## src/rtl/pmc_pkg.sv

```systemverilog
package pmc_pkg;

   typedef enum logic [2:0] {
      ST_ACT   = 3'd0,
      ST_DOZE  = 3'd1,
      ST_DRAIN = 3'd2,
      ST_SLEEP = 3'd3,
      ST_DEEP  = 3'd4,
      ST_WUP   = 3'd5,
      ST_WREL  = 3'd6
   } pmc_st_e;

   localparam logic [1:0] CMD_STAY  = 2'b00;
   localparam logic [1:0] CMD_DOZE  = 2'b01;
   localparam logic [1:0] CMD_SLEEP = 2'b10;
   localparam logic [1:0] CMD_DEEP  = 2'b11;

   localparam logic [1:0] RPT_ACT   = 2'b00;
   localparam logic [1:0] RPT_DOZE  = 2'b01;
   localparam logic [1:0] RPT_SLEEP = 2'b10;
   localparam logic [1:0] RPT_DEEP  = 2'b11;

   function automatic logic [1:0] st_report(pmc_st_e s);
      case (s)
         ST_DOZE:  return RPT_DOZE;
         ST_SLEEP: return RPT_SLEEP;
         ST_DEEP:  return RPT_DEEP;
         default:  return RPT_ACT;
      endcase
   endfunction

endpackage

```

## src/rtl/pmc_cfg_hold.sv

```systemverilog
module pmc_cfg_hold #(
   parameter int W = 2
) (
   input  logic         clk,
   input  logic         rst_n,
   input  logic         cap,
   input  logic [W-1:0] d,
   output logic [W-1:0] q
);
   always_ff @(posedge clk or negedge rst_n) begin
      if (!rst_n)   q <= '0;
      else if (cap) q <= d;
   end
endmodule

```

## src/rtl/pmc_seq.sv

```systemverilog
module pmc_seq
   import pmc_pkg::*;
(
   input  logic       clk,
   input  logic       rst_n,
   input  logic       cmd_valid,
   input  logic [1:0] mode_cmd,
   input  logic       irq,
   input  logic       radio_busy,
   input  logic       wake_ext,
   input  logic       wake_tmr,
   output pmc_st_e    st_q,
   output logic       lp_accept
);
   pmc_st_e st_d;
   logic    deep_tgt_q;

   assign lp_accept = (st_q == ST_ACT) && cmd_valid && mode_cmd[1];

   always_comb begin
      st_d = st_q;
      case (st_q)
         ST_ACT: begin
            if (cmd_valid) begin
               if (mode_cmd == CMD_DOZE) st_d = ST_DOZE;
               else if (mode_cmd[1])     st_d = ST_DRAIN;
            end
         end
         ST_DOZE:  if (irq) st_d = ST_ACT;
         ST_DRAIN: if (!radio_busy) st_d = deep_tgt_q ? ST_DEEP : ST_SLEEP;
         ST_SLEEP: if (wake_ext || wake_tmr) st_d = ST_WUP;
         ST_DEEP:  if (wake_ext) st_d = ST_WUP;
         ST_WUP:   st_d = ST_WREL;
         ST_WREL:  st_d = ST_ACT;
         default:  st_d = ST_ACT;
      endcase
   end

   always_ff @(posedge clk or negedge rst_n) begin
      if (!rst_n) begin
         st_q       <= ST_ACT;
         deep_tgt_q <= 1'b0;
      end else begin
         st_q <= st_d;
         if (lp_accept) deep_tgt_q <= (mode_cmd == CMD_DEEP);
      end
   end
endmodule

```

## src/rtl/pmc_dom_map.sv

```systemverilog
module pmc_dom_map
   import pmc_pkg::*;
(
   input  pmc_st_e    st,
   input  logic       keep_ram,
   input  logic       keep_island,
   input  logic       radio_req,
   output logic       dig_en,
   output logic       ram_en,
   output logic       island_en,
   output logic       radio_en,
   output logic       cpu_clk_en,
   output logic       dig_rst_rel,
   output logic [1:0] state_o
);
   logic powered_down;

   always_comb begin
      powered_down = (st == ST_SLEEP) || (st == ST_DEEP);
      dig_en       = !powered_down;
      cpu_clk_en   = (st == ST_ACT) || (st == ST_DRAIN);
      dig_rst_rel  = (st == ST_WREL);
      radio_en     = !powered_down && radio_req;
      case (st)
         ST_SLEEP: begin
            ram_en    = keep_ram;
            island_en = keep_island;
         end
         ST_DEEP: begin
            ram_en    = 1'b0;
            island_en = 1'b0;
         end
         default: begin
            ram_en    = 1'b1;
            island_en = 1'b1;
         end
      endcase
      state_o = st_report(st);
   end
endmodule

```

## src/rtl/pwr_mode_ctrl.sv

```systemverilog
module pwr_mode_ctrl
   import pmc_pkg::*;
#(
   parameter int N_ANALOG     = 2,
   parameter int N_WAKE       = 2,
   parameter bit TMR_NEEDS_ISL = 1'b1
) (
   input  logic                clk,
   input  logic                rst_n,
   input  logic                cmd_valid,
   input  logic [1:0]          mode_cmd,
   input  logic                cfg_ram_keep,
   input  logic                cfg_island_keep,
   input  logic                irq,
   input  logic                radio_txrx,
   input  logic [N_ANALOG-1:0] analog_en,
   input  logic                wake_tmr_exp,
   input  logic [N_WAKE-1:0]   wake_pin,
   output logic                dig_en,
   output logic                ram_en,
   output logic                island_en,
   output logic                radio_en,
   output logic                cpu_clk_en,
   output logic                dig_rst_rel,
   output logic [1:0]          state_o
);
   localparam int CFG_W = 2;

   if (N_ANALOG < 1) begin : g_bad_analog
      initial $error("pwr_mode_ctrl: N_ANALOG must be at least 1");
   end
   if (N_WAKE < 1) begin : g_bad_wake
      initial $error("pwr_mode_ctrl: N_WAKE must be at least 1");
   end

   pmc_st_e          st_q;
   logic             lp_accept;
   logic [CFG_W-1:0] cfg_q;
   logic             radio_req;
   logic             wake_ext;
   logic             wake_tmr_eff;

   assign radio_req = radio_txrx || (|analog_en);
   assign wake_ext  = |wake_pin;

   if (TMR_NEEDS_ISL) begin : g_tmr_gated
      assign wake_tmr_eff = wake_tmr_exp && cfg_q[1];
   end else begin : g_tmr_free
      assign wake_tmr_eff = wake_tmr_exp;
   end

   pmc_cfg_hold #(.W(CFG_W)) u_cfg (
      .clk   (clk),
      .rst_n (rst_n),
      .cap   (lp_accept),
      .d     ({cfg_island_keep, cfg_ram_keep}),
      .q     (cfg_q)
   );

   pmc_seq u_seq (
      .clk        (clk),
      .rst_n      (rst_n),
      .cmd_valid  (cmd_valid),
      .mode_cmd   (mode_cmd),
      .irq        (irq),
      .radio_busy (radio_req),
      .wake_ext   (wake_ext),
      .wake_tmr   (wake_tmr_eff),
      .st_q       (st_q),
      .lp_accept  (lp_accept)
   );

   pmc_dom_map u_map (
      .st          (st_q),
      .keep_ram    (cfg_q[0]),
      .keep_island (cfg_q[1]),
      .radio_req   (radio_req),
      .dig_en      (dig_en),
      .ram_en      (ram_en),
      .island_en   (island_en),
      .radio_en    (radio_en),
      .cpu_clk_en  (cpu_clk_en),
      .dig_rst_rel (dig_rst_rel),
      .state_o     (state_o)
   );
endmodule

```

## config.mk

```make
export PLATFORM = sky130hd
export DESIGN_NAME = pwr_mode_ctrl
export DESIGN_NICKNAME = d
export VERILOG_FILES = /design/src/rtl/pmc_pkg.sv /design/src/rtl/pmc_cfg_hold.sv /design/src/rtl/pmc_seq.sv /design/src/rtl/pmc_dom_map.sv /design/src/rtl/pwr_mode_ctrl.sv
export SDC_FILE = /design/constraint.sdc
export NUM_CORES = 1
export LEC_CHECK = 0
export BUFFER_PORTS_ARGS = -buffer_cell sky130_fd_sc_hd__buf_2
export CAP_MARGIN = 20
export CORE_AREA = 5 5 42 44
export DETAILED_ROUTE_END_ITERATION = 7
export DIE_AREA = 0 0 47 49
export PLACE_DENSITY = 0.64
export SYNTH_ARGS = -nofsm -noshare
export SYNTH_HDL_FRONTEND = slang
export SYNTH_SLANG_ARGS = --single-unit
```

## constraint.sdc

```tcl
create_clock -name clk -period 1.85 [get_ports clk]
set_clock_uncertainty 0.15 [all_clocks]
set_input_delay 0.37 -clock clk [delete_from_list [all_inputs] [get_ports clk]]
set_output_delay 0.37 -clock clk [all_outputs]
set_load 0.01 [all_outputs]
```

## Word-level counts from Yosys, hierarchy flattened

Index checks and enable logic that the tools add are counted.
W data, S select, Z words.

- Flip-flop bits (word level): 6
- Memories kept: 0
- Bits in read-only memories: 0
- Latch bits: 0
- Output and inout port bits: 8
- Input port bits: 14
- RAM bits: 0

- Mux-type cells: 12
- Magnitude comparators: 0
- Multipliers: 0
- Reduce and logical (&&, ||, !) cells: 13
- Equality and inequality tests: 14
- Div/mod/pow operators: 0
- Add/subtract/negate cells: 0
- Bitwise gates (word level): 0
- Shift operators: 0

Operators by type and width:

| kind | count |
|---|---|
| $mux W3 | 8 |
| $pmux W3 S6 | 1 |
| $ne A2 B2 Y1 const B | 5 |
| $eq A3 B3 Y1 const B | 3 |
| $eq A3 B2 Y1 const B | 2 |
| $pmux W2 S3 | 1 |
| $reduce_and A6 Y1 | 1 |
| $logic_and A1 B1 Y1 | 4 |
| $logic_or A1 B1 Y1 | 4 |
| $pmux W1 S2 | 2 |
| $reduce_or A2 Y1 | 2 |
| $eq A3 B1 Y1 const B | 1 |
| $logic_not A3 Y1 | 1 |
| $ne A3 B3 Y1 const B | 1 |
| $eq A2 B1 Y1 const B | 1 |
| $eq A2 B2 Y1 const B | 1 |
| $logic_not A1 Y1 | 1 |

## Longest topological paths before layout

Gate-level depths: netlist of run 1.

- Depth in word-level cells: 4
- Depth in mapped cells: 5
- Gate-level depth less buffers: 4

## By module

From an unflattened synthesis of run 1, not the netlist that was laid out.

- Cells, all modules: 56
- Area total of the unflattened synthesis: 509.2 µm²

Modules (own cells, without submodules):

| module | cells each | instances | area each (µm²) | sequential area each (µm²) |
|---|---|---|---|---|
| pmc_seq | 38 | 1 | 341.6 | 100.1 |
| pmc_dom_map | 11 | 1 | 76.3 | 0.0 |
| pmc_cfg_hold | 4 | 1 | 72.6 | 50.0 |
| pwr_mode_ctrl | 3 | 1 | 18.8 | 0.0 |

## Worst setup path before layout of run 1

OpenSTA, ideal clock, no wires.

- Path type: register -> output
- Start point: register u_seq.st_q[0]
- End point: output radio_en
- Required time: 1.330 ns
- Arrival: 1.083 ns
- Setup slack: 0.247 ns
- Path buffers: 1
- Stages on the path, launching flop included: 6
- Cells stage by stage: dfrtp_1 buf_2 inv_2 or2_1 nand2_1 nor2_1

- Word-level cells in the longest chain between the ends: 4

Ends and longest elaborated chain:

| item | line | source |
|---|---|---|
| start: declaration | pmc_seq.sv:12 | `output pmc_st_e st_q,` |
| start signal: assignment | pmc_seq.sv:44 | `st_q <= st_d;` |
| $eq A3 B2 Y1 / $eq A3 B3 Y1 (equally long branches) | pmc_dom_map.sv:19 | `powered_down = (st == ST_SLEEP) \|\| (st == ST_DEEP);` |
| $logic_or A1 B1 Y1 (*) | pmc_dom_map.sv:19 |  |
| $logic_not A1 Y1 (*) | pmc_dom_map.sv:23 | `radio_en = !powered_down && radio_req;` |
| $logic_and A1 B1 Y1 (*) | pmc_dom_map.sv:23 |  |
| end: declaration | pwr_mode_ctrl.sv:22 | `output logic radio_en,` |

Mark *: on every way between the ends. The rest lies on a longest branch, timed or not.

## Worst setup path in the final report of run 1

- Start point: register u_seq.st_q[2]
- End point: output ram_en

- Word-level cells in the longest chain between the ends: 2

Ends and longest elaborated chain:

| item | line | source |
|---|---|---|
| $eq A3 B3 Y1 / $eq A3 B2 Y1 (equally long branches) | pmc_dom_map.sv:24 | `case (st)` |
| $pmux W1 S2 (*) | pmc_dom_map.sv:24 |  |
| end: declaration | pwr_mode_ctrl.sv:20 | `output logic ram_en,` |

Marked as above.

==> results of run 1 <==
==> report_power, final <==
part | internal (uW) | total, uW | leakage, uW | switching (uW)
sequential | 193 | 253 | 0.0000729 | 59.3
clock | 73.2 | 119 | 0.0000138 | 45.3
combinational | 297 | 616 | 0.000227 | 319
==> layout make-up <==
cell class,instances,share of cell area (%)
flip-flops and latches,6,22.4
multi-input cells,47,45.3
clock buffers,3,3.33
inverters,3,2.40
well taps,16,2.96
repair buffers,28,23.7
==> what timing repair did <==
item,4_1_cts,5_1_grt
endpoints found under the setup margin,4,5
hold endpoints to repair,6,0
pin swaps,1,1
buffers inserted,2,0
hold buffers,1,0
resized for setup,3,2
==> path summary, 6_finish.rpt <==
check / to
max: ram_en
min: u_cfg.q[1]
max reg2reg: u_seq.st_q[0]
min reg2reg: u_cfg.q[0]
max in group asynchronous: u_seq.st_q[0]
min in group asynchronous: u_seq.deep_tgt_q
==> worst max-delay path: cells and delay by family, from the launching register on <==
kind                   cells  cell delay (ps)
AND/OR/NAND/NOR            2              390
AO/OA/AOI/OAI              1              170
flip-flops                 1              370
buffers and inverters      1              130
==> per-stage QoR <==
step                area (um^2)  total power [uW]
finish                      677               987
global route                677              1080
CTS                         669               988
detailed placement          611               801
global placement            611               799
floorplan                   479               646
==> per-layer routing <==
metal,up-vias,wire length [um]
li1,263,-
met1,230,526
met2,21,568
met3,2,100
met4,0,23
met5,-,0
==> registers in the layout, summed over array words and instances, names as in the netlist <==
| name | cells |
|---|---|
| u_cfg.q | 2 |
| u_seq.st_q | 3 |
| u_seq.deep_tgt_q | 1 |
==> synth_stat cells <==
cell type  number
nor2_2          1
nor3_1          1
mux2_1          3
nand2_1         6
a2111oi_2       1
a32o_1          1
a31oi_1         2
clkinv_4        1
inv_1           1
o31a_1          1
o21ai_1         2
nor2b_1         1
a21oi_1         5
nand2b_1        3
o22ai_1         1
nand3_1         1
nor3b_1         1
o31ai_1         1
dfrtp_1         6
xnor2_1         1
buf_2           1
buf_4           1
and3_1          1
o21a_1          2
nand4_1         1
buf_6           1
inv_2           1
nor2b_2         1
a21o_1          1
or2_1           1
nor2_1          8
==> cells by family (layout without fill, tap and decap cells) <==
| logic type | count (synthesis) | count (layout) | share of synthesized area (%) |
|---|---|---|---|
| buf+inv | 6 | 34 | 8.35 |
| simple gates | 26 | 26 | 26.9 |
| flops | 6 | 6 | 31.3 |
| xor+xnor | 1 | 1 | 1.83 |
| mux | 3 | 3 | 7.05 |
| compound gates | 17 | 17 | 24.5 |
==> results_dict.tcl, run 1 <==
set metrics [dict create \
    status "complete, no violations" \
    endpoint_kind "primary output" \
    ioPinCount 22 \
    synth.avg_cell_area_um2 8.12 \
    antenna_cells 0 \
    rsz0062_at_grt "true" \
    rows 14 \
    cts_root_buffer "clkbuf_4" \
    fp.dieH_um 49 \
    reg2reg_slack_ps 110 \
    maxCapViolCount 0 \
    cts_tree "yes" \
    mostFrequentLayoutCell "buf_2" \
    dp_cells 97 \
    grt_pass1_wl_mm 1.97 \
    r2r_start "u_seq.st_q[1]" \
    cts.sink_count 6 \
    vias 516 \
    final-setup-viol-count 0 \
    dieArea_mm2 0.00230 \
    hold_depth 2 \
    worstPathCellList "nand2b_4, or2_4, o21a_1, buf_2" \
    grt-ovfl-total 0 \
    grt_pass1_vias 486 \
    grt_start_max_net_pins 14 \
    gr-usage-met1_pct 14.3 \
    clk_pin_slew_worst_paths_ps 40 \
    die_x_um 47 \
    yosys_warnings 0 \
    nNetsFinal 103 \
    tightest_slew_ps 347 \
    nFillCells 153 \
    totalWireLength_mm 1.22 \
    min_from "cfg_island_keep" \
    start_util_pct 34.2 \
    fin_crit_sh_pct 98.5 \
    hpwl_um 926 \
    clkLatencyLatePin_ps 240 \
    fmax_ghz 0.549 \
    layout_common_cells "buf_2, nor2_1, buf_4" \
    layout.cells.non_filler 103 \
    hold_viol 0 \
    yosysTopAreaCellShare_pct 31.3 \
    regArea_um2 151 \
    slew_headroom_pct 76.8 \
    grtUsageMet3_pct 4.80 \
    pre_cts_ws_ps 229 \
    syn-cell-area_um2 479 \
    ant_nets 0 \
    cts_htree_levels 1 \
    rr_worst_depth 6 \
    syn_nets 73 \
    crit_start "u_seq.st_q[2]" \
    yosys.cell_types.count 31 \
    slew_viol_final 0 \
    numPortBuffers 21 \
    top_usage_layer "met2" \
    cp_max_fo 4 \
    drtPass1Iterations 4 \
    grt_usage_pct 11.8 \
    ys_top_cells_by_area "dfrtp_1, mux2_1, nor2_1" \
    tns_ps 0 \
    antenna_found_initial 0 \
    hold_class "in -> reg" \
    crit_type "reg -> out" \
    ir_worst_vdd_v 0.000681 \
    whs_ps 194 \
    clk_path_buf_depth 2 \
    cts_made_buffers 3 \
    postLayoutCoreUtil_pct 48.3 \
    power.density_mw_per_mm2 1460 \
    ys_seq_elements 6 \
    period_needed_ps 1820 \
    syn_to_final_growth_pct 41.3 \
    place_congestion 0.779 \
    drc 0 \
    coreArea_mm2 0.00140 \
    crit_slowest_cell "dfrtp_1" \
    synthCells 59 \
    arrival_ps 1300 \
    cp.required_ps 1330 \
    drtIter0Drc 6 \
    finalWorstSetupSlack_ps 28.2 \
    yosysTopAreaCell "dfrtp_1" \
    via_per_inst 5.01 \
    worst_path_largest_cell_delay_ps 370 \
    ys_seq_area_share_pct 31.3 \
    drive_gt1_share_pct 46.0 \
    cp-start-kind "register" \
    cellLeakagePower_uw 0.000314 \
    wire_per_inst_um 11.8 \
    use_met2_pct 18.3 \
    multi_input_area_um2 307 \
]
Power figures use the tool's default switching activity.
==> run 2, diff against run 1 <==
==> constraint.sdc (replaced) <==
create_clock -name clk -period 2.3 [get_ports clk]
set_clock_uncertainty 0.15 [all_clocks]
set_input_delay 0.46 -clock clk [delete_from_list [all_inputs] [get_ports clk]]
set_output_delay 0.46 -clock clk [all_outputs]
set_load 0.01 [all_outputs]
==> run 2 against run 1 <==
Effect of this change: design area decreased by 7.2%; sequential power decreased by 15%; count of clock-buffer cells in the layout unchanged; global-route usage decreased by 0.35 points; clock power decreased by 25%; largest cell class unchanged; setup slack improved by 130 ps.
==> results_dict.tcl, run 2 (synthesized netlist as in run 1, its figures left out) <==
set metrics [dict create \
    status "complete, no violations" \
    fmax_ghz 0.466 \
    drtPass1Iterations 4 \
    grt_start_max_net_pins 14 \
    p_comb_share_pct 57.8 \
    cellLeakagePower_uw 0.000289 \
    postLayoutCoreUtil_pct 44.8 \
    numPortBuffers 21 \
    fp.dieH_um 49 \
    cp_max_fo 10 \
    totalWireLength_mm 1.13 \
    top_regs "u_seq.st_q x3, u_cfg.q x2, u_seq.deep_tgt_q x1" \
    regMostFlops "u_seq.st_q" \
    die_x_um 47 \
    ioPinCount 22 \
    finalWorstSetupSlack_ps 155 \
    clk_pin_slew_worst_paths_ps 40 \
    start_util_pct 34.2 \
    endpoint_kind "primary output" \
    cts_htree_levels 1 \
    mostFrequentLayoutCell "buf_2" \
    period_needed_ps 2140 \
    cts_made_buffers 3 \
    slew_headroom_pct 68.5 \
    power_frac_seq_pct 29.8 \
    clk_path_buf_depth 2 \
    final-setup-viol-count 0 \
    ant_nets 0 \
    p_sw_uw 317 \
    vias 501 \
    rsz0062_at_grt "false" \
    hold_class "in -> reg" \
    internal_power_uw 405 \
    cp.required_ps 1690 \
    rows 14 \
    drive_gt1_share_pct 37.3 \
    via_per_inst 5.06 \
    layout_common_cells "buf_2, nor2_1, nand2_1, dfrtp_1, a21oi_1" \
    tns_ps 0 \
    grt_pass1_vias 464 \
    fin_crit_sh_pct 93.3 \
    drtIter0Drc 13 \
    hold_viol 0 \
    nNetsFinal 99 \
    crit_type "reg -> out" \
    post-route-cell-area_um2 628 \
    maxCapViolCount 0 \
    syn_to_final_growth_pct 31.1 \
    cp-start-kind "register" \
    grt-ovfl-total 0 \
    arrival_ps 1530 \
    cts_tree "yes" \
    hpwl_um 927 \
    slew_viol_final 0 \
    antenna_found_initial 0 \
    dieArea_mm2 0.00230 \
    tightest_slew_ps 469 \
    place_congestion 0.757 \
    power.share.clock_pct 12.4 \
    antenna_cells 0 \
    cts_resized 0 \
    wire_per_inst_um 11.4 \
    placed_cell_area_um2 596 \
    pre_cts_ws_ps 438 \
    coreArea_mm2 0.00140 \
    largest_reg_flops 3 \
    cts_root_buffer "clkbuf_4" \
    cts.sink_count 6 \
    grt_usage_pct 11.5 \
    drc 0 \
    clkLatencyLatePin_ps 230 \
    power.density_mw_per_mm2 1150 \
    swShare_pct 43.9 \
    grt_pass1_wl_mm 1.97 \
    ir_worst_vdd_v 0.000521 \
]
## run 2: worst max-delay path, cell delays in order, from the launching register on
cell	delay, ps
dfrtp_1	550
nand2b_1	160
or2_1	280
nand2_1	110
nor2_1	50
buf_2	150
## run 2: path summary, 6_finish.rpt
| path | startpoint | to | slack [ps] | cells past startpoint |
|---|---|---|---|---|
| min in group asynchronous | rst_n | u_seq.st_q[1] | 440 | 2 |
| max in group asynchronous | rst_n | u_seq.st_q[2] | 1430 | 2 |
| max | u_seq.st_q[1] | radio_en | 160 | 5 |
| max reg2reg | u_seq.st_q[0] | u_seq.deep_tgt_q | 690 | 4 |
| min reg2reg | u_cfg.q[0] | u_cfg.q[0] | 350 | 1 |
| min | cfg_ram_keep | u_cfg.q[0] | 290 | 2 |
## run 2: final cells by class
class / instances / area (um^2)
Timing Repair Buffer: 24 / 130
Clock buffer: 3 / 22.5
Tap cell: 16 / 20.0
Fill cell: 157 / 773
Multi-Input combinational cell: 47 / 289
Inverter: 3 / 16.3
Sequential cell: 6 / 150
## run 2: what timing repair did
item	CTS	global route
setup endpoints to repair	0	0
setup buffers	0	0
endpoints found under the hold margin	6	0
hold buffers	1	0
## run 2: per-layer routing
metal  vias to the layer above  global-route usage [%]  wire length (um)
met5                         -                       0                 0
met4                         0                    1.38                 0
met3                         0                    6.27               113
met2                        22                    16.1               508
met1                       219                    15.9               512
li1                        260                       -                 -
## run 2: power by group through the flow
| stage | Sequential (uW) | Combinational (uW) | Clock [uW] |
|---|---|---|---|
| 2_1_floorplan | 181 | 338 | 0 |
| 3_3_place_gp | 213 | 413 | 0 |
| 3_5_place_dp | 216 | 415 | 0 |
| 4_1_cts | 214 | 419 | 93.6 |
| 5_1_grt | 225 | 466 | 106 |
| 6_report | 215 | 417 | 89.6 |
## run 2: per-stage QoR
| step | hold WS, ps | power [uW] | std cells |
|---|---|---|---|
| 5_1_grt | 291 | 798 | 99 |
| 6_report | 290 | 721 | 99 |
| 3_3_place_gp | 135 | 626 | 95 |
| 2_1_floorplan | 14.4 | 519 | 59 |
| 3_5_place_dp | 136 | 631 | 95 |
| 4_1_cts | 287 | 727 | 99 |
==> run 3, diff against run 2 <==
--- a/config.mk
+++ b/config.mk
@@ -10,7 +10,6 @@
 export CORE_AREA = 5 5 42 44
 export DETAILED_ROUTE_END_ITERATION = 7
 export DIE_AREA = 0 0 47 49
-export PLACE_DENSITY = 0.64
 export SYNTH_ARGS = -nofsm -noshare
 export SYNTH_HDL_FRONTEND = slang
 export SYNTH_SLANG_ARGS = --single-unit
==> run 3 against run 2 <==
Effect of this change: utilization unchanged; clock power increased by 4.5%; die area unchanged; count of clock-buffer cells in the layout unchanged; critical path depth decreased by 1; setup slack improved by 17 ps; register-to-register slack about the same; first-iteration DRC count decreased by 7.7%; power about the same; largest cell class unchanged; sequential power about the same.
==> results_dict.tcl, run 3 (synthesized netlist as in run 1, its figures left out) <==
set metrics [dict create \
    clk_path_buf_depth 2 \
    rows 14 \
    cts.sink_count 6 \
    rsz0062_at_grt "false" \
    mostFrequentLayoutCell "buf_2" \
    slew_viol_final 0 \
    antenna_found_initial 0 \
    ioPinCount 22 \
    clk_pin_slew_worst_paths_ps 40 \
    cts_htree_levels 1 \
    min_to "u_cfg.q[1]" \
    wire_per_inst_um 11.4 \
    syn_to_final_growth_pct 31.1 \
    place_congestion 0.763 \
    fmax_ghz 0.470 \
    cts_made_buffers 3 \
    hold_depth 2 \
    cp-start-kind "register" \
    worst_path_largest_cell_delay_ps 540 \
    status "complete, no violations" \
    layout_common_cells "buf_2, nor2_1, nand2_1, dfrtp_1, a21oi_1" \
    worstPathCellList "nand2b_1, or2_1, o21a_1, buf_2" \
    worstReg2RegEnd "u_cfg.q[0]" \
    cp_max_fo 10 \
    arrival_ps 1520 \
    cts_root_buffer "clkbuf_4" \
    crit_type "reg -> out" \
    totalWireLength_mm 1.12 \
    rr_worst_depth 4 \
    dieArea_mm2 0.00230 \
    grt_pass1_wl_mm 1.94 \
    final-setup-viol-count 0 \
    drc 0 \
    hpwl_um 941 \
    period_needed_ps 2130 \
    antenna_cells 0 \
    die_x_um 47 \
    hold_class "in -> reg" \
    cellLeakagePower_uw 0.000289 \
    drive_gt1_share_pct 37.3 \
    min_from "cfg_island_keep" \
    grt_pass1_vias 469 \
    hold_viol 0 \
    start_util_pct 34.2 \
    grt_usage_pct 11.3 \
    drtPass1Iterations 4 \
    fp.dieH_um 49 \
    tightest_slew_ps 444 \
    regMostFlops "u_seq.st_q" \
    cts_tree "yes" \
    ir_worst_vdd_v 0.000550 \
    ant_nets 0 \
    whs_ps 283 \
    r2r_start "u_seq.st_q[0]" \
    coreArea_mm2 0.00140 \
    largest_reg_flops 3 \
    grt-ovfl-total 0 \
    numPortBuffers 21 \
    maxCapViolCount 0 \
    crit_slowest_cell "dfrtp_1" \
    nNetsFinal 99 \
    grt_start_max_net_pins 14 \
    reg2reg_slack_ps 680 \
    power.density_mw_per_mm2 1150 \
    tns_ps 0 \
    vias 510 \
    drtIter0Drc 12 \
    cp.required_ps 1690 \
    clkLatencyLatePin_ps 240 \
    via_per_inst 5.15 \
    slew_headroom_pct 70.1 \
    fin_crit_sh_pct 92.5 \
    top_regs "u_seq.st_q x3, u_cfg.q x2, u_seq.deep_tgt_q x1" \
    endpoint_kind "primary output" \
]
-- run 3: cell counts in the layout (fill, tap and decap cells not counted) --
Identical to the previous run, type by type.
-- run 3: how the worst max path moves through the flow --
stage,startpoint,to,slack [ps],cells past startpoint
final,u_seq.st_q[1],island_en,170,4
after detailed placement,u_seq.st_q[1],radio_en,440,5
after global placement,u_seq.st_q[1],radio_en,470,5
after global routing,u_seq.st_q[1],radio_en,40,5
after CTS,u_seq.st_q[1],radio_en,160,5
after floorplan,u_seq.st_q[0],radio_en,610,5
-- run 3: layout make-up --
class / count / area [um^2]
inverter: 3 / 16.3
clock buffer: 3 / 22.5
fill: 156 / 773
timing repair buffer: 24 / 130
tap: 16 / 20.0
multi-input combinational: 47 / 289
sequential: 6 / 150
-- run 3: what timing repair did --
item	CTS	global route
setup buffers	0	0
hold buffers	1	0
hold endpoints to repair	6	0
resized for setup	0	0
-- run 3: where the power goes --
part / switching [uW] / total, uW / internal [uW]
Sequential: 58.2 / 212 / 154
Clock: 34.8 / 93.6 / 58.8
Combinational: 224 / 416 / 192
Total: 317 / 721 / 405
-- run 3: through the flow --
step | setup slack [ps] | instances | util [%] | power, uW | cell area [um^2]
6_report | 172 | 99 | 44.8 | 721 | 628
5_1_grt | 36.4 | 99 | 44.8 | 795 | 628
4_1_cts | 164 | 99 | 44.8 | 730 | 628
3_5_place_dp | 436 | 95 | 42.5 | 630 | 596
3_3_place_gp | 468 | 95 | 42.5 | 627 | 596
2_1_floorplan | 607 | 59 | - | 519 | 479
-- run 3: layer usage --
layer  global-route usage, %  wire length, um  vias up
li1                        -                -      258
met1                    14.6              469      229
met2                    16.3              545       23
met3                    5.17              110        0
met4                    4.15                0        0
met5                       0                0        -
-- run 3: worst max-delay path: cells and delay by family, from the launching register on --
| kind | cells | cell delay, ps |
|---|---|---|
| flops | 1 | 540 |
| buf+inv | 1 | 130 |
| compound gates | 1 | 180 |
| simple gates | 2 | 430 |
